==> src/rtl/gd_pkg.sv <==
package gd_pkg;
  typedef enum logic [1:0] {
    MODE_NORMAL = 2'd0,
    MODE_WAIT   = 2'd1,
    MODE_GEAR   = 2'd2
  } gd_mode_e;

  localparam logic [3:0] MRS_CODE = 4'b1000; // act_n, ras_n, cas_n, we_n
endpackage

==> src/rtl/gd_cmd_decode.sv <==
module gd_cmd_decode
  import gd_pkg::*;
#(
  parameter logic [1:0] MR_BA = 2'b11,
  parameter logic       MR_BG = 1'b0
) (
  input  logic       cs_n,
  input  logic [3:0] cmd,
  input  logic       bg0,
  input  logic [1:0] ba,
  input  logic       gd_bit,
  output logic       gd_req
);
  logic is_mrs;
  logic is_mr3;

  always_comb begin
    is_mrs = !cs_n && (cmd == MRS_CODE);
    is_mr3 = (bg0 == MR_BG) && (ba == MR_BA);
    gd_req = is_mrs && is_mr3 && gd_bit;
  end
endmodule

==> src/rtl/gd_sync_detect.sv <==
module gd_sync_detect (
  input  logic clk,
  input  logic rst_ni,
  input  logic en,
  input  logic cs_n,
  output logic sync_hit
);
  logic arm_q, arm_d;
  logic cand_q, cand_d;

  always_comb begin
    if (en) begin
      arm_d  = cs_n;
      cand_d = !cs_n && arm_q;
    end else begin
      arm_d  = 1'b0;
      cand_d = 1'b0;
    end
    sync_hit = en && cs_n && cand_q;
  end

  always_ff @(posedge clk or negedge rst_ni) begin
    if (!rst_ni) begin
      arm_q  <= 1'b0;
      cand_q <= 1'b0;
    end else begin
      arm_q  <= arm_d;
      cand_q <= cand_d;
    end
  end
endmodule

==> src/rtl/gd_phase_ctrl.sv <==
module gd_phase_ctrl
  import gd_pkg::*;
(
  input  logic     clk,
  input  logic     rst_ni,
  input  logic     gd_req,
  input  logic     sync_hit,
  output gd_mode_e mode_q,
  output logic     accept
);
  gd_mode_e mode_d;
  logic     tog_q, tog_d;

  always_comb begin
    mode_d = mode_q;
    tog_d  = tog_q;
    accept = 1'b0;
    unique case (mode_q)
      MODE_NORMAL: begin
        accept = 1'b1;
        if (gd_req) mode_d = MODE_WAIT;
      end
      MODE_WAIT: begin
        if (sync_hit) begin
          mode_d = MODE_GEAR;
          tog_d  = 1'b0;
        end
      end
      MODE_GEAR: begin
        accept = !tog_q;
        tog_d  = !tog_q;
      end
      default: mode_d = MODE_NORMAL;
    endcase
  end

  always_ff @(posedge clk or negedge rst_ni) begin
    if (!rst_ni) begin
      mode_q <= MODE_NORMAL;
      tog_q  <= 1'b0;
    end else begin
      mode_q <= mode_d;
      tog_q  <= tog_d;
    end
  end
endmodule

==> src/rtl/gd_cmd_aligner.sv <==
module gd_cmd_aligner
  import gd_pkg::*;
#(
  parameter int         ADDR_W = 14,
  parameter int         GD_BIT = 3,
  parameter logic [1:0] MR_BA  = 2'b11,
  parameter logic       MR_BG  = 1'b0
) (
  input  logic              clk,
  input  logic              rst_n,
  input  logic              cs_n,
  input  logic              act_n,
  input  logic              ras_n,
  input  logic              cas_n,
  input  logic              we_n,
  input  logic              bg0,
  input  logic [1:0]        ba,
  input  logic [ADDR_W-1:0] addr,
  output logic              cmd_vld,
  output logic [3:0]        cmd_bits,
  output logic              cmd_bg0,
  output logic [1:0]        cmd_ba,
  output logic [ADDR_W-1:0] cmd_addr,
  output logic [1:0]        mode
);
  localparam int RS_STAGES = 2;

  logic [RS_STAGES-1:0] rs_q;
  logic                 rst_ni;
  logic [3:0]           cmd_in;
  logic                 gd_req;
  logic                 sync_hit;
  logic                 accept;
  logic                 take;
  gd_mode_e             mode_q;

  always_ff @(posedge clk or negedge rst_n) begin
    if (!rst_n) rs_q <= '0;
    else        rs_q <= {rs_q[RS_STAGES-2:0], 1'b1};
  end
  assign rst_ni = rs_q[RS_STAGES-1];

  assign cmd_in = {act_n, ras_n, cas_n, we_n};

  gd_cmd_decode #(.MR_BA(MR_BA), .MR_BG(MR_BG)) u_dec (
    .cs_n   (cs_n),
    .cmd    (cmd_in),
    .bg0    (bg0),
    .ba     (ba),
    .gd_bit (addr[GD_BIT]),
    .gd_req (gd_req)
  );

  gd_sync_detect u_sync (
    .clk      (clk),
    .rst_ni   (rst_ni),
    .en       (mode_q == MODE_WAIT),
    .cs_n     (cs_n),
    .sync_hit (sync_hit)
  );

  gd_phase_ctrl u_phase (
    .clk      (clk),
    .rst_ni   (rst_ni),
    .gd_req   (gd_req),
    .sync_hit (sync_hit),
    .mode_q   (mode_q),
    .accept   (accept)
  );

  assign take = accept && !cs_n;

  always_ff @(posedge clk or negedge rst_ni) begin
    if (!rst_ni) cmd_vld <= 1'b0;
    else         cmd_vld <= take;
  end

  always_ff @(posedge clk or negedge rst_ni) begin
    if (!rst_ni) begin
      cmd_bits <= '1;
      cmd_bg0  <= 1'b0;
      cmd_ba   <= '0;
      cmd_addr <= '0;
    end else if (take) begin
      cmd_bits <= cmd_in;
      cmd_bg0  <= bg0;
      cmd_ba   <= ba;
      cmd_addr <= addr;
    end
  end

  assign mode = mode_q;
endmodule


==> config.mk <==
export PLATFORM = sky130hd
export DESIGN_NAME = gd_cmd_aligner
export DESIGN_NICKNAME = d
export VERILOG_FILES = /design/src/rtl/gd_pkg.sv /design/src/rtl/gd_cmd_decode.sv /design/src/rtl/gd_sync_detect.sv /design/src/rtl/gd_phase_ctrl.sv /design/src/rtl/gd_cmd_aligner.sv
export SDC_FILE = /design/constraint.sdc
export NUM_CORES = 1
export LEC_CHECK = 0
export ABC_CLOCK_PERIOD_IN_PS = 800
export BUFFER_PORTS_ARGS = -buffer_cell sky130_fd_sc_hd__clkbuf_2
export CORE_AREA = 4 4 91 59
export CTS_BUF_LIST = sky130_fd_sc_hd__clkbuf_4 sky130_fd_sc_hd__clkbuf_8 sky130_fd_sc_hd__clkbuf_16
export CTS_CLUSTER_DIAMETER = 30
export CTS_CLUSTER_SIZE = 16
export DETAILED_ROUTE_END_ITERATION = 6
export DIE_AREA = 0 0 95 63
export MAX_ROUTING_LAYER = met4
export SLEW_MARGIN = 10
export SYNTH_ARGS = -nofsm -noshare
export SYNTH_HDL_FRONTEND = slang
export SYNTH_SLANG_ARGS = --single-unit
export TNS_END_PERCENT = 5
==> constraint.sdc <==
create_clock -name clk -period 0.8 [get_ports clk]
set_input_delay 0.12 -clock clk [delete_from_list [all_inputs] [get_ports clk]]
set_output_delay 0.12 -clock clk [all_outputs]
set_load 0.005 [all_outputs]
**Word-level counts from Yosys, hierarchy flattened**

Index checks and enable logic that the tools add are counted.

- Multiplexer cells: 8
- Reduce and logical (&&, ||, !) cells: 14
- Eq/ne operators: 6
- Bitwise operators: 2

Operator list:

| kind | count |
|---|---|
| $logic_and 1x1->1 | 8 |
| $pmux 2 s3 | 1 |
| $eq 2x2->1 const B | 2 |
| $eq 4x4->1 const B | 1 |
| $mux 2 | 2 |
| $ne 2x2->1 const B | 2 |
| $pmux 1 s2 | 2 |
| $mux 1 | 3 |
| $reduce_and 3->1 | 1 |
| $eq 2x1->1 const B | 1 |
| $logic_not 1->1 | 2 |
| $logic_not 2->1 | 1 |
| $not 1->1 | 2 |
| $reduce_and 2->1 | 1 |
| $reduce_bool 2->1 | 1 |

- Output and inout port bits: 24
- Bits in registers: 29
- Input port bits: 24
- Logic and storage cells: 40

**Longest topological paths before layout**

- Depth in word-level cells: 6
- Depth in mapped cells: 3
- Gate-level depth less buffers: 3

**Hierarchy**

From an unflattened synthesis, not the netlist that was laid out.

- Cells, all modules: 71
- Area total of the unflattened synthesis: 1132.3 µm²

By module, submodules not included:

| module | cells an instance | area each (µm²) | seq. area each (µm²) | times used |
|---|---|---|---|---|
| gd_cmd_aligner | 50 | 888.4 | 605.6 | 1 |
| gd_phase_ctrl | 13 | 143.9 | 75.1 | 1 |
| gd_sync_detect | 5 | 73.8 | 50.0 | 1 |
| gd_cmd_decode | 3 | 26.3 | 0.0 | 1 |

**Least setup slack after synthesis**

OpenSTA, ideal clock, no wires.

- Path kind: flip-flop to flip-flop
- From: register u_phase.mode_q[1]
- To: register cmd_addr[10]
- Period minus slack after synthesis: 1349 ps
- Library setup time: 125 ps
- Setup slack: -549 ps
- Arrival time: 1224 ps
- Buffers on the path: 1
- Required time: 675 ps
- Cell stages (with the launch flop): 4
- Path through: dfrtp_1 a211oi_4 buf_6 mux2_2

- Cells in the longest elaborated chain, start to end: 3
- Elaborated cells between the ends (all ways): 4
- Classes of those cells: eq/ne: 1; mux: 1; reduce/logical: 2

RTL lines:

| what | line | source |
|---|---|---|
| start: declaration | gd_phase_ctrl.sv:8 | `output gd_mode_e mode_q,` |
| start signal: assignment | gd_phase_ctrl.sv:42 | `mode_q <= mode_d;` |
| $eq 2x2->1 / $logic_not 2->1 (equally long branches) | gd_phase_ctrl.sv:18 | `unique case (mode_q)` |
| $pmux 1 s2 * | gd_phase_ctrl.sv:18 |  |
| $logic_and 1x1->1 * | gd_cmd_aligner.sv:71 | `assign take = accept && !cs_n;` |
| end signal: assignment | gd_cmd_aligner.sv:88 | `cmd_addr <= addr;` |
| end: declaration | gd_cmd_aligner.sv:23 | `output logic [ADDR_W-1:0] cmd_addr,` |

Every way passes the cells marked *; elsewhere a longest branch is shown, timed or not.
A chain may end at the register's enable or synchronous reset.

**Worst setup path after layout**

- From: register u_phase.mode_q[1]
- To: register cmd_addr[7]

The elaborated chain is that of the path after synthesis.

==> metrics <==
run status finished, violations left; failing checks setup timing; Clock H-tree levels 2; Pwr Density about 2000 nW/µm²; Min Clock Period, post-route approximately 1400 ps; Worst setup EP type register; Top delay family on crit path flip-flops; WP buf/inv 2; die area about 6000 µm²; antenna violations before repair 0; drt initial violations 9; final net count between 150 and 200; share of the core filled with cells 0.3992; DR vias between 700 and 800; pin count of the biggest net entering global routing 20; Syn Nets 91; CP cell instances a211oi_4 -> buf_6 -> buf_8 -> mux2_4; Mean Syn Cell Area approximately 16 µm²; DR vias/cell between 3 and 4; CP max-delay cell dfrtp_2; Filler Cell Count about 450; Core ar. between 4000 and 5000 µm²; Max FO, Critical Path 7; Lkg Pwr approximately 0.00090 µW; met2 GRT Util 0.1528; Post-Route WL around 2700 µm; CP required around 960 ps; global route overflow 0; # setup viols final 51; Syn Inst Count 67; input/output buffers 47; Ant. Diodes 0; Netlist Area Pre-Place approximately 1100 µm²; Setup TNS -16720 ps; HP Class in -> reg; RSZ-0062 raised after global routing yes; Initial Util 0.2452; fraction of layout instances using a drive strength above 1 0.7647; Fmax between 700 and 800 MHz; synth unique cells 17; drc violations 0; wire per inst 13.68 µm; Antenna Nets Post-Route 0; Setup crit start u_phase.mode_q[1]; Die H around 63 µm; drt pass-1 iters 3; most common cell after layout, fill and taps aside clkbuf_2; most frequent cells in the layout 44 x clkbuf_2, 23 x dfrtp_1, 19 x mux2_4, 8 x buf_4, 7 x buf_6; clk sinks 29; post-placement cell count ~190; Worst-path clk slew about 60 ps; Die W between 90 and 100 µm; Layout area overhead 62.79%; max_cap viols 0; detailed placer's ending HPWL 1965 µm; number of synthesized register bits 29; first-pass GRT wire length ~4200 µm; crit path launch type register; maximum vdd drop 1.137 mV; synth top area cells dfrtp_1 57%, mux2_2 22%, dfstp_2 9.6%; Num CTS Buffers 5; post-synth top area share 0.5708; RD Place Congestion 0.7370; routing usage on met1 0.1034; WS Path Type reg -> reg; Fin. Hold Viols 0; Final Power roughly 3600 µW; post-synth top area cell dfrtp_1; Post-Layout Cell Count 199; Post-DP Area between 1000 and 1500 µm²; Worst Min Path Start we_n; global routing usage on met3 0.05054; vias in the first global route 853; crit path DAT about 1600 ps; Seq/Total Area, Yosys 0.6667; Syn. warnings 0; clock latency on the worst-skew pair between 200 and 300 ps; slowest stage delay, CP 430 ps; num ports 48; setup slack after layout -589.7 ps; post-route cell area 1784 µm²; root buffer cell clkbuf_8; Total GRT Usage 0.09637; TritonCTS clock tree done; GRT busiest layer met2; crit share post-route 1.737; skew final approximately 3.7 ps; row count 19; CTS Buffer Depth 2; Final Max Tran Viols 0; worst r2r src u_phase.mode_q[1]
cell families after synthesis:
| logic type | synth area share |
|---|---|
| flops | 0.6667 |
| mux | 0.2249 |
| simple gates | 0.05023 |
| compound gates | 0.03082 |
| buf+inv | 0.02397 |
| other cells | 0.003421 |
where the power goes:
| group | internal, µW | total [µW] | switching, µW |
|---|---|---|---|
| logic | 417 | 648 | 230 |
| registers | 1620 | 1700 | 87.6 |
| clock network | 767 | 1280 | 509 |
routing by layer:
metal	routed length, µm	vias up
met5	0	-
met4	32	0
met3	188	3
met2	1392	24
met1	1110	384
li1	-	368
flip-flops by register name, indices dropped and copies added, names as in the netlist:
signal / cells
u_sync.arm_q: 1
u_sync.cand_q: 1
cmd_ba: 2
u_phase.mode_q: 2
u_phase.tog_q: 1
rs_q: 2
cmd_bg0: 1
cmd_bits: 4
cmd_addr: 14
cmd_vld: 1
cell usage after synthesis, drive strengths merged:
library cell,number
o41ai,1
buf,2
inv,1
dfstp,4
nor2,1
o21ai,1
dfrtp,25
nand4,1
nor3b,1
mux2i,1
nand2b,3
nand2,1
a211oi,1
mux2,21
conb,1
nor2b,1
nor4b,1
area by class of cell:
cell class              instances  area (µm²)  area share
inverters                       1       3.754    0.002104
multi-input cells              35       451.7      0.2532
repair buffers                 63       419.2      0.2349
flip-flops and latches         29       733.2      0.4109
well taps                      63       78.83     0.04418
clock buffers                   8       97.59     0.05470
final timing paths:
check,endpoint,slack (ps),cells past startpoint
worst max-delay path,cmd_addr[7],-590,4
worst min-delay path,u_phase.mode_q[0],50,2
worst max register to register,cmd_addr[7],-590,4
worst min register to register,cmd_addr[12],210,1
max in group asynchronous,cmd_bits[1],370,1
min in group asynchronous,rs_q[0],160,2
timing repair:
item                                    CTS  global route
setup buffers                             0             2
hold buffers                              1             0
hold endpoints to repair                  2             0
resized for setup                        10            36
endpoints found under the setup margin   51            51
gates cloned                              0             2
pin swaps                                 2             4
metrics by stage:
step | hold WS (ps) | worst slack (ps)
floorplan | -175.6 | -549.1
global placement | -92.58 | -543.5
detailed placement | -87.84 | -584.2
CTS | 30.99 | -578.8
global route | 44.54 | -626.2
finish | 53.12 | -589.7
Note: power is estimated with default switching activity, not from simulation.
